<file path="config.mk">
export PLATFORM = sky130hd
export DESIGN_NAME = mdio_cmd_ctrl
export DESIGN_NICKNAME = d
export VERILOG_FILES = /design/src/rtl/mdio_pkg.sv /design/src/rtl/mdio_clk_gen.sv /design/src/rtl/mdio_in_sync.sv /design/src/rtl/mdio_frame_eng.sv /design/src/rtl/mdio_host_regs.sv /design/src/rtl/mdio_cmd_ctrl.sv
export SDC_FILE = /design/constraint.sdc
export NUM_CORES = 1
export LEC_CHECK = 0
export ABC_AREA = 1
export BUFFER_PORTS_ARGS = -buffer_cell sky130_fd_sc_hd__buf_2
export CAP_MARGIN = 20
export CORE_MARGIN = 1
export CORE_UTILIZATION = 25
export CTS_CLUSTER_DIAMETER = 100
export DETAILED_ROUTE_END_ITERATION = 8
export SLEW_MARGIN = 40
export SYNTH_ARGS = -nofsm -noshare
export SYNTH_HDL_FRONTEND = slang
export SYNTH_SLANG_ARGS = --single-unit
</file>
<file path="constraint.sdc">
create_clock -name clk -period 3.98 [get_ports clk]
set_input_delay 0.796 -clock clk [delete_from_list [all_inputs] [get_ports clk]]
set_output_delay 0.796 -clock clk [all_outputs]
set_load 0.1 [all_outputs]
</file>
<file path="src/rtl/mdio_pkg.sv">
package mdio_pkg;

   localparam int PHY_W   = 5;
   localparam int REG_W   = 5;
   localparam int DATA_W  = 16;
   // control word bit positions (host visible)
   localparam int PHY_LSB = 8;
   localparam int REG_LSB = 0;
   localparam int WR_BIT  = 13;
   localparam int FIN_BIT = 15;
   // frame bits following the preamble: start, op, addresses, turnaround, data
   localparam int HDR_W   = 2 + 2 + PHY_W + REG_W;
   localparam int BODY_W  = HDR_W + 2 + DATA_W;

   typedef struct packed {
      logic             wr;
      logic [PHY_W-1:0] phy;
      logic [REG_W-1:0] rg;
   } mdio_cmd_t;

   function automatic mdio_cmd_t decode_ctrl(input logic [DATA_W-1:0] w);
      mdio_cmd_t c;
      c.wr  = w[WR_BIT];
      c.phy = w[PHY_LSB +: PHY_W];
      c.rg  = w[REG_LSB +: REG_W];
      return c;
   endfunction

   function automatic logic [BODY_W-1:0] frame_body(input mdio_cmd_t c,
                                                    input logic [DATA_W-1:0] d);
      logic [1:0] op;
      logic [1:0] ta;
      logic [DATA_W-1:0] dv;
      op = c.wr ? 2'b01 : 2'b10;
      ta = c.wr ? 2'b10 : 2'b11;
      dv = c.wr ? d : {DATA_W{1'b1}};
      return {2'b01, op, c.phy, c.rg, ta, dv};
   endfunction

endpackage

</file>
<file path="src/rtl/mdio_clk_gen.sv">
module mdio_clk_gen #(
   parameter int CLK_DIV = 4
) (
   input  logic clk,
   input  logic rst_n,
   input  logic run,
   output logic mdc,
   output logic rise_stb,
   output logic fall_stb
);
   localparam int CW = (CLK_DIV > 1) ? $clog2(CLK_DIV) : 1;
   localparam logic [CW-1:0] LAST = CW'(CLK_DIV - 1);

   logic [CW-1:0] cnt;
   logic          term;

   assign term     = run && (cnt == LAST);
   assign rise_stb = term && !mdc;
   assign fall_stb = term && mdc;

   always_ff @(posedge clk) begin
      if (!rst_n || !run) begin
         cnt <= '0;
         mdc <= 1'b0;
      end else if (cnt == LAST) begin
         cnt <= '0;
         mdc <= ~mdc;
      end else begin
         cnt <= cnt + 1'b1;
      end
   end
endmodule

</file>
<file path="src/rtl/mdio_in_sync.sv">
module mdio_in_sync #(
   parameter int STAGES = 2
) (
   input  logic clk,
   input  logic rst_n,
   input  logic din,
   output logic dout
);
   generate
      if (STAGES == 0) begin : g_bypass
         assign dout = din;
      end else begin : g_flops
         logic [STAGES-1:0] st;
         always_ff @(posedge clk) begin
            if (!rst_n) st <= '1;
            else        st <= STAGES'({st, din});
         end
         assign dout = st[STAGES-1];
      end
   endgenerate
endmodule

</file>
<file path="src/rtl/mdio_frame_eng.sv">
module mdio_frame_eng
   import mdio_pkg::*;
#(
   parameter int PRE_LEN = 32
) (
   input  logic              clk,
   input  logic              rst_n,
   input  logic              start,
   input  mdio_cmd_t         cmd,
   input  logic [DATA_W-1:0] wdata,
   input  logic              rise_stb,
   input  logic              fall_stb,
   input  logic              mdio_in,
   output logic              busy,
   output logic              mdio_o,
   output logic              mdio_oe,
   output logic              cap_shift,
   output logic              cap_bit
);
   localparam int FL = PRE_LEN + BODY_W;
   localparam int IW = $clog2(FL);
   localparam logic [IW-1:0] LAST_IDX = IW'(FL - 1);
   localparam logic [IW-1:0] TA_IDX   = IW'(PRE_LEN + HDR_W);
   localparam logic [IW-1:0] DAT_IDX  = IW'(PRE_LEN + HDR_W + 2);

   logic [FL-1:0] frame_q;
   logic [IW-1:0] idx;
   logic          is_rd;

   always_ff @(posedge clk) begin
      if (!rst_n) begin
         frame_q <= '1;
         idx     <= '0;
         busy    <= 1'b0;
         is_rd   <= 1'b0;
      end else if (start && !busy) begin
         frame_q <= {{PRE_LEN{1'b1}}, frame_body(cmd, wdata)};
         idx     <= '0;
         busy    <= 1'b1;
         is_rd   <= !cmd.wr;
      end else if (busy && fall_stb) begin
         if (idx == LAST_IDX) begin
            busy <= 1'b0;
         end else begin
            idx     <= idx + 1'b1;
            frame_q <= {frame_q[FL-2:0], 1'b1};
         end
      end
   end

   assign mdio_o    = busy ? frame_q[FL-1] : 1'b1;
   assign mdio_oe   = busy && !(is_rd && (idx >= TA_IDX));
   assign cap_shift = busy && rise_stb && is_rd && (idx >= DAT_IDX);
   assign cap_bit   = mdio_in;
endmodule

</file>
<file path="src/rtl/mdio_host_regs.sv">
module mdio_host_regs
   import mdio_pkg::*;
(
   input  logic              clk,
   input  logic              rst_n,
   input  logic              wr_en,
   input  logic              wr_sel,
   input  logic [DATA_W-1:0] wr_data,
   input  logic              rd_sel,
   input  logic              busy,
   input  logic              cap_shift,
   input  logic              cap_bit,
   output logic [DATA_W-1:0] rd_data,
   output logic              start,
   output mdio_cmd_t         cmd_next,
   output mdio_cmd_t         cmd_q,
   output logic [DATA_W-1:0] data_q
);
   logic data_we;

   assign start    = wr_en && wr_sel && !busy;
   assign data_we  = wr_en && !wr_sel && !busy;
   assign cmd_next = decode_ctrl(wr_data);

   always_ff @(posedge clk) begin
      if (!rst_n) begin
         cmd_q  <= '0;
         data_q <= '0;
      end else begin
         if (start)     cmd_q  <= cmd_next;
         if (data_we)   data_q <= wr_data;
         else if (cap_shift) data_q <= {data_q[DATA_W-2:0], cap_bit};
      end
   end

   logic [DATA_W-1:0] ctrl_rb;
   always_comb begin
      ctrl_rb = '0;
      ctrl_rb[FIN_BIT]               = !busy;
      ctrl_rb[WR_BIT]                = cmd_q.wr;
      ctrl_rb[PHY_LSB +: PHY_W]      = cmd_q.phy;
      ctrl_rb[REG_LSB +: REG_W]      = cmd_q.rg;
   end

   assign rd_data = rd_sel ? ctrl_rb : data_q;
endmodule

</file>
<file path="src/rtl/mdio_cmd_ctrl.sv">
module mdio_cmd_ctrl
   import mdio_pkg::*;
#(
   parameter int CLK_DIV = 4,
   parameter int PRE_LEN = 32,
   parameter int IN_SYNC = 2
) (
   input  logic              clk,
   input  logic              rst_n,
   input  logic              wr_en,
   input  logic              wr_sel,
   input  logic [DATA_W-1:0] wr_data,
   input  logic              rd_sel,
   output logic [DATA_W-1:0] rd_data,
   output logic              mdc,
   output logic              mdio_o,
   output logic              mdio_oe,
   input  logic              mdio_i
);
   initial begin
      assert (CLK_DIV >= 2) else $error("CLK_DIV must be at least 2");
      assert (IN_SYNC >= 0 && IN_SYNC < CLK_DIV) else $error("IN_SYNC must be below CLK_DIV");
      assert (PRE_LEN >= 1 && PRE_LEN <= 64) else $error("PRE_LEN out of range");
   end

   logic      busy_w, start_w, rise_w, fall_w, cap_shift_w, cap_bit_w, mdio_s;
   mdio_cmd_t cmd_next_w, cmd_rb_w;
   logic [DATA_W-1:0] data_w;

   mdio_host_regs u_regs (
      .clk(clk), .rst_n(rst_n), .wr_en(wr_en), .wr_sel(wr_sel),
      .wr_data(wr_data), .rd_sel(rd_sel), .busy(busy_w),
      .cap_shift(cap_shift_w), .cap_bit(cap_bit_w), .rd_data(rd_data),
      .start(start_w), .cmd_next(cmd_next_w), .cmd_q(cmd_rb_w), .data_q(data_w)
   );

   mdio_clk_gen #(.CLK_DIV(CLK_DIV)) u_clk (
      .clk(clk), .rst_n(rst_n), .run(busy_w), .mdc(mdc),
      .rise_stb(rise_w), .fall_stb(fall_w)
   );

   mdio_in_sync #(.STAGES(IN_SYNC)) u_sync (
      .clk(clk), .rst_n(rst_n), .din(mdio_i), .dout(mdio_s)
   );

   mdio_frame_eng #(.PRE_LEN(PRE_LEN)) u_eng (
      .clk(clk), .rst_n(rst_n), .start(start_w), .cmd(cmd_next_w),
      .wdata(data_w), .rise_stb(rise_w), .fall_stb(fall_w), .mdio_in(mdio_s),
      .busy(busy_w), .mdio_o(mdio_o), .mdio_oe(mdio_oe),
      .cap_shift(cap_shift_w), .cap_bit(cap_bit_w)
   );
endmodule

</file>
Word level (Yosys, flattened, before mapping) --
Index checks and enable logic that the tools add are counted.
Cells by class: add/subtract/negate cells 2, $mul 0, divide/modulo/power cells 0, magnitude comparators 2, eq/ne operators 3, shifts and indexed selects 0, multiplexer cells 13, bitwise logic cells 3, reduce and logical (&&, ||, !) cells 29
Operator list (number):
- $mux W32 | 3
- $mux W16 | 4
- $logic_and A1 B1 Y1 | 14
- $ge A6 B6 Y1 const B | 2
- $add A6 B1 Y6 const B | 1
- $eq A6 B6 Y1 const B | 1
- $logic_not A1 Y1 | 6
- $reduce_and A2 Y1 | 3
- $reduce_bool A2 Y1 | 3
- $mux W1 | 5
- $reduce_or A2 Y1 | 2
- $not A1 Y1 | 3
- $add A2 B1 Y2 const B | 1
- $eq A2 B2 Y1 const B | 1
- $mux W2 | 1
- $ne A2 B1 Y1 const B | 1
- $logic_or A1 B1 Y1 | 1
Word-level totals: register bits after elaboration 104, latch bits 0, bits in writable memories 0, ROM bits 0, input bits 22, output and inout port bits 19, word-level logic and storage cells 64, memories kept 0

Logic depth before layout (Yosys ltp) --
Gate-level depths: netlist (run 1).
word-level depth 8, gate-level depth with buffers 9, depth with buffers taken out 8

Hierarchy --
Synthesis (run 1) repeated with hierarchy kept, for this count alone.
Second synthesis, totals: cell total of the unflattened synthesis 744, area, all modules 4921.0 sq um
Modules (own cells, without submodules):
- mdio_frame_eng | instances 1, cells an instance 481, area an instance 3228.1 sq um, seq. area each 1441.4 sq um
- mdio_host_regs | instances 1, cells an instance 240, area an instance 1508.9 sq um, seq. area each 540.5 sq um
- mdio_clk_gen | instances 1, cells an instance 17, area an instance 128.9 sq um, seq. area each 60.1 sq um
- mdio_in_sync | instances 1, cells an instance 6, area an instance 55.1 sq um, seq. area each 40.0 sq um

Least setup slack after synthesis (run 1) --
OpenSTA, ideal clock, no wires.
path type input-to-output, start point in rd_sel, end point out rd_data[0], arrival 3.179 ns, required time 3.184 ns, setup slack 0.005 ns, stages 3, buffers on the path 1, cell sequence inv_1 > clkbuf_1 > o21ai_0
Between the ends: cells in the longest elaborated chain, start to end 1
Ends and longest elaborated chain:
- start: declaration | RTL line mdio_cmd_ctrl.sv:13 | input logic rd_sel,
- $mux W16 | RTL line mdio_host_regs.sv:45 | assign rd_data = rd_sel ? ctrl_rb : data_q;
- end: declaration | RTL line mdio_cmd_ctrl.sv:14 | output logic [DATA_W-1:0] rd_data,
No other way between the ends.

Worst setup path after layout (run 1) --
start point in rd_sel, end point out rd_data[9]
The elaborated chain is that of the path after synthesis.

==> metrics.txt, run 1 <==
outcome finished, final reports clean; Synth area leader dfxtp_1; Die Height 133 um; n_diodes 0; Detailed Route WL 10.3 mm; max_slew headroom 55.6%; Worst-Skew Late Latency 0.35 ns; Util after Layout 29.7%; Tightest Pin Transition 0.665 ns; CTS Root Cell clkbuf_16; number of global-route vias before repair 3474; WL per Instance 12.2 um; Iteration-0 DRC Markers 401; Main synth FF type dfxtp_1; Synth area leaders dfxtp_1 (48%), nand2_1 (18%), nand3_1 (8.8%); Core Area 0.0168 mm2; postcts setup bufs 0; layout cells sized above 1 12.1%; setup TNS 0 ns; Setup-failing EPs final 0; register clock-pin slew on the reported worst setup and hold paths 0.07 ns; die width 133 um; setup ws final 1.06 ns; FMAX 0.343 GHz; top fanout value on the critical path 24; final std cells w/o fill 847; maximum number of pins on one net before global-route repair 58; total track usage 12.1%; drt first pass iters 5; hold path start u_sync.g_flops.st[0]; global route overflow 0; hold_ws 0.419 ns; Tmin final 2.92 ns; worst slack, placed 1.10 ns; vias per inst 4.50; count leader, synth nand2_1; CP arrival 2.12 ns; sequential area share after synthesis 48.2%; Final Cycle Share 73.3%; Detail Route Antenna Nets 0; Yosys reg bits 104; Max Cap Violations 0; worst path required time 3.18 ns; final hold vios 0; global-route wire length before repair 17.4 mm; post_cts resized 0; NumNets Final 646; critical path endpoint category output port; DRC violations left 0; Detailed Place HPWL 6.55 mm; Hold Crit Class reg -> reg; max-slew violation count 0; H-tree levels 3; cells after synthesis 600; initial antenna violation count 1; post-synth top area share 48.2%; critical path startpoint rd_sel; post-synth net total 624; synth cell count leaders nand2_1 (209), dfxtp_1 (104), nand3_1 (76); IO buf count 40; hold_buf cts 0; synth warn 0; startpoint types input port; Worst Setup Path Type in -> out; Num CTS Buffers 9; CTS Sinks 104; RePlAce Congestion 0.768; cell total after placement 831; asr flop ratio synth 0%; RSZ-0062 raised after global routing false; syn_area_per_cell 7.20 um2; cell area power density 450 mW/mm2; Reg2Reg Setup Slack 1.84 ns; Post-synth EDFFs 0; LEAKAGE 0.00218 uW; CTS Buffer Depth 2; Reg2Reg Launch Point u_eng.busy; Starting Density 25.8%; die area 0.0178 mm2; Max Clock Skew 0.0107 ns; area growth from synthesis to layout 15.3%; synthesized area 0.00432 mm2; num rows 47; via count 3812; Worst VDD drop 0.000265 V; Synth cell types 27; CTS tree built; IO Count 41
## final cells by class
type	count	area, um2
multi-input combinational	413	1890
clock buffer	9	225
sequential	104	2080
tap	220	275
clock inverter	7	83.8
fill	1854	11800
timing repair buffer	46	245
inverter	48	180
## per-layer routing
metal	up-vias	share of wire [%]	global-route usage [%]
li1	1968	-	-
met3	13	4.2	2.82
met4	2	1.3	4.48
met2	79	44	18.6
met5	-	0.14	0
met1	1750	50	16.5
## stage by stage
step,instance area [um2],total power (uW)
2_1_floorplan,4320,1280
3_3_place_gp,4670,1330
3_5_place_dp,4670,1340
4_1_cts,4980,2260
5_1_grt,4980,2330
6_report,4980,2240
## power breakdown
group / leakage, uW / total, uW / internal, uW / switching, uW
Clock: 0.000154 / 932 / 502 / 430
Sequential: 0.000849 / 1100 / 1080 / 22.8
Combinational: 0.00117 / 208 / 53.7 / 155
## critical path: stages
cell,delay [ns]
buf_2,0.13
inv_1,0.49
nand2_1,0.10
o21ai_0,0.13
buf_2,0.47
## cell usage in the layout (no fill, tap or decap), drive strengths merged, types with 2 or more instances in the layout
| cell type | count |
|---|---|
| nand3b | 12 |
| inv | 51 |
| a21oi | 22 |
| o22ai | 7 |
| nand3 | 78 |
| or2 | 3 |
| nor2 | 16 |
| nand2 | 210 |
| xor2 | 2 |
| ha | 2 |
| o21ai | 55 |
| clkinv | 3 |
| buf | 46 |
| dfxtp | 104 |
| clkbuf | 9 |
## state kept, by name, summed over array words and instances, names as in the netlist
signal	count
u_regs.data_q	16
u_eng.frame_q	64
u_eng.busy	1
u_eng.idx	6
u_eng.is_rd	1
u_sync.g_flops.st	2
u_clk.mdc	1
u_clk.cnt	2
u_regs.cmd_q	11
## path summary, 6_finish.rpt
kind                                             end  cells after the start
worst max-delay path                      rd_data[9]                      5
worst min-delay path            u_sync.g_flops.st[1]                      1
worst max register to register      u_eng.frame_q[8]                      8
worst min register to register  u_sync.g_flops.st[1]                      1
## logic make-up after synthesis
| kind of cell | count (synthesis) | synth area share [%] |
|---|---|---|
| XOR/XNOR | 2 | 0.405 |
| adder cells (fa/ha/maj) | 2 | 0.579 |
| flip-flops | 104 | 48.2 |
| AO/OA/AOI/OAI | 87 | 10.4 |
| AND/OR/NAND/NOR | 322 | 32.3 |
| buffers and inverters | 83 | 8.11 |
No activity file was read; power rests on OpenSTA's default activity.
==> run 2, diff against run 1 <==
--- a/config.mk
+++ b/config.mk
@@ -5,7 +5,7 @@
 export SDC_FILE = /design/constraint.sdc
 export NUM_CORES = 1
 export LEC_CHECK = 0
-export ABC_AREA = 1
+export ABC_AREA = 0
 export BUFFER_PORTS_ARGS = -buffer_cell sky130_fd_sc_hd__buf_2
 export CAP_MARGIN = 20
 export CORE_MARGIN = 1
==> constraint.sdc (replaced) <==
create_clock -name clk -period 2.7 [get_ports clk]
set_input_delay 0.54 -clock clk [delete_from_list [all_inputs] [get_ports clk]]
set_output_delay 0.54 -clock clk [all_outputs]
set_load 0.1 [all_outputs]
==> run 2 against run 1 <==
Net effect: first-iteration DRC count down 39%; utilization fell by 0.57 points; combinational power grew 63%; critical endpoint is now mdio_oe; highest routed layer is now met4.
==> metrics.txt, run 2 <==
Detailed Place HPWL 7.71 mm (was 6.55 mm); NumNets Final 519 (was 646); count leader, synth dfxtp_1 (was nand2_1); Worst Setup Path Type reg -> out (was in -> out); num rows 50 (was 47); global route overflow 0 (unchanged); CTS Root Cell clkbuf_16 (unchanged); hold_buf cts 0 (unchanged); max-slew violation count 0 (unchanged); max_slew headroom 46.2% (was 55.6%); cells after synthesis 484 (was 600); post-synth net total 508 (was 624); Starting Density 25.8% (about the same); CTS Buffer Depth 2 (unchanged); Yosys reg bits 104 (unchanged); worst slack, placed 0.531 ns (was 1.10 ns); worst r2r path cells 4 (was 8); Hold Crit Class reg -> reg (unchanged); synth cell count leaders dfxtp_1 (104), nor3_1 (40), mux2i_1 (39) (was nand2_1 (209), dfxtp_1 (104), nand3_1 (76)); Worst VDD drop 0.000318 V (was 0.000265 V); FMAX 0.428 GHz; die area 0.0201 mm2 (was 0.0178 mm2); synthesized area 0.00487 mm2 (was 0.00432 mm2); post-synth top area share 42.7% (was 48.2%); drt first pass iters 6 (was 5); synth warn 0 (unchanged); IO Count 41 (unchanged); Iteration-0 DRC Markers 243 (was 401); CTS Sinks 104 (unchanged); Tightest Pin Transition 0.804 ns (was 0.665 ns); cell area power density 584 mW/mm2 (was 450 mW/mm2); number of global-route vias before repair 3772 (was 3474); Synth cell types 52 (was 27); critical path endpoint category output port (unchanged); setup ws final 0.366 ns (was 1.06 ns); Setup-failing EPs final 0 (unchanged); Top Registers u_eng.frame_q: 64 flops, u_regs.data_q: 16 flops, u_regs.cmd_q: 11 flops (unchanged); Synth area leaders dfxtp_1 (43%), mux2i_1 (8.0%), a311o_1 (5.1%) (was dfxtp_1 (48%), nand2_1 (18%), nand3_1 (8.8%)); register clock-pin slew on the reported worst setup and hold paths 0.07 ns (about the same); hold_ws 0.406 ns (was 0.419 ns); Num CTS Buffers 9 (unchanged); maximum number of pins on one net before global-route repair 65 (was 58); RSZ-0062 raised after global routing false (unchanged); final hold vios 0 (unchanged); gr busiest metal met2 (unchanged); Core Area 0.0189 mm2 (was 0.0168 mm2); hold path start u_sync.g_flops.st[0] (unchanged); via count 3793 (was 3812); sequential area share after synthesis 42.7% (was 48.2%); IO buf count 40 (unchanged); Reg2Reg Launch Point u_eng.busy (unchanged); Worst-Skew Late Latency 0.33 ns (was 0.35 ns); Util after Layout 29.2% (was 29.7%); setup TNS 0 ns (unchanged); Detail Route Antenna Nets 0 (unchanged); Worst Hold Path EP u_sync.g_flops.st[1] (unchanged); asr flop ratio synth 0% (unchanged); die width 142 um (was 133 um); CTS tree built (unchanged); postcts setup bufs 0 (unchanged); Reg2Reg Setup Slack 0.54 ns (was 1.84 ns); Biggest register u_eng.frame_q (unchanged); Main synth FF type dfxtp_1 (unchanged); Synth area leader dfxtp_1 (unchanged); Die Height 142 um (was 133 um); WL per Instance 15.7 um (was 12.2 um); initial antenna violation count 1 (unchanged); global-route wire length before repair 19.4 mm (was 17.4 mm); FF-to-FF End u_eng.frame_q[48] (was u_eng.frame_q[8]); syn_area_per_cell 10.1 um2 (was 7.20 um2); CP arrival 1.79 ns (was 2.12 ns); most common cell after layout, fill and taps aside dfxtp_1 (was nand2_1); startpoint types register (was input port); most frequent cells in the layout dfxtp_1 (104), nor3_1 (40), buf_2 (40) (was nand2_1 (209), dfxtp_1 (104), nand3_1 (76)); post_cts resized 0 (unchanged); met2 GRT Util 21.1% (was 18.6%); max reg flops 64 (unchanged); layout cells sized above 1 21.0% (was 12.1%); Final Cycle Share 86.5%; critical path startpoint u_eng.busy (was rd_sel); area growth from synthesis to layout 13.1% (was 15.3%); vias per inst 4.98 (was 4.50); RePlAce Congestion 0.736 (was 0.768); total track usage 12.1% (about the same); Max Cap Violations 0 (unchanged); hold path depth 1 (unchanged); Detailed Route WL 11.9 mm (was 10.3 mm); Global Route met1 Usage 14.6% (was 16.5%); worst path required time 2.16 ns (was 3.18 ns); Tmin final 2.33 ns; routing usage on met3 3.07% (was 2.82%); outcome finished, final reports clean (unchanged); Max Clock Skew 0.00740 ns (was 0.0107 ns); top fanout value on the critical path 13 (was 24); LEAKAGE 0.00217 uW (was 0.00218 uW); Post-synth EDFFs 0 (unchanged); H-tree levels 3 (unchanged); DRC violations left 0 (unchanged)
run 2: worst max-delay path, stage by stage, from the launching register on:
cell,delay (ns)
dfxtp_1,0.77
o21a_1,0.25
buf_2,0.44
run 2: cell type report:
class	instances	area, um2
antenna	1	2.50
clock buffer	11	243
clock inverter	5	40.0
fill	2008	13400
inverter	4	15.0
multi-input combinational	327	2520
sequential	104	2080
tap	260	325
timing repair buffer	49	280
run 2: layer usage:
layer	routed length, um	up-vias
met3	540	11
met2	5910	87
met5	0	-
met1	5350	1863
met4	150	0
li1	-	1832
run 2: logic make-up after synthesis:
| family | Yosys count | share of synthesized area, % |
|---|---|---|
| compound gates | 126 | 22.0 |
| xor+xnor | 1 | 0.180 |
| fa+ha+maj | 2 | 0.514 |
| buf+inv | 53 | 5.85 |
| flops | 104 | 42.7 |
| mux | 50 | 10.6 |
| simple gates | 148 | 18.1 |
run 2: worst max path at each step:
| stage | to | slack [ns] |
|---|---|---|
| finish | mdio_oe | 0.37 |
| global route | mdio_oe | 0.29 |
| CTS | mdio_oe | 0.33 |
| detailed placement | rd_data[15] | 0.53 |
| global placement | rd_data[15] | 0.53 |
| floorplan | rd_data[14] | -0.16 |
run 2: where the power goes:
part           switching, uW  total [uW]  internal (uW)
Combinational            231         339            107
Clock                    587        1250            661
Sequential              41.9        1630           1590
Total                    860        3220           2360
run 2: per-stage QoR:
step / total power, uW / cells / instance area (um2)
floorplan: 1930 / 484 / 4880
global placement: 2000 / 744 / 5220
detailed placement: 2010 / 744 / 5230
CTS: 3240 / 760 / 5510
global route: 3350 / 760 / 5510
finish: 3220 / 761 / 5510
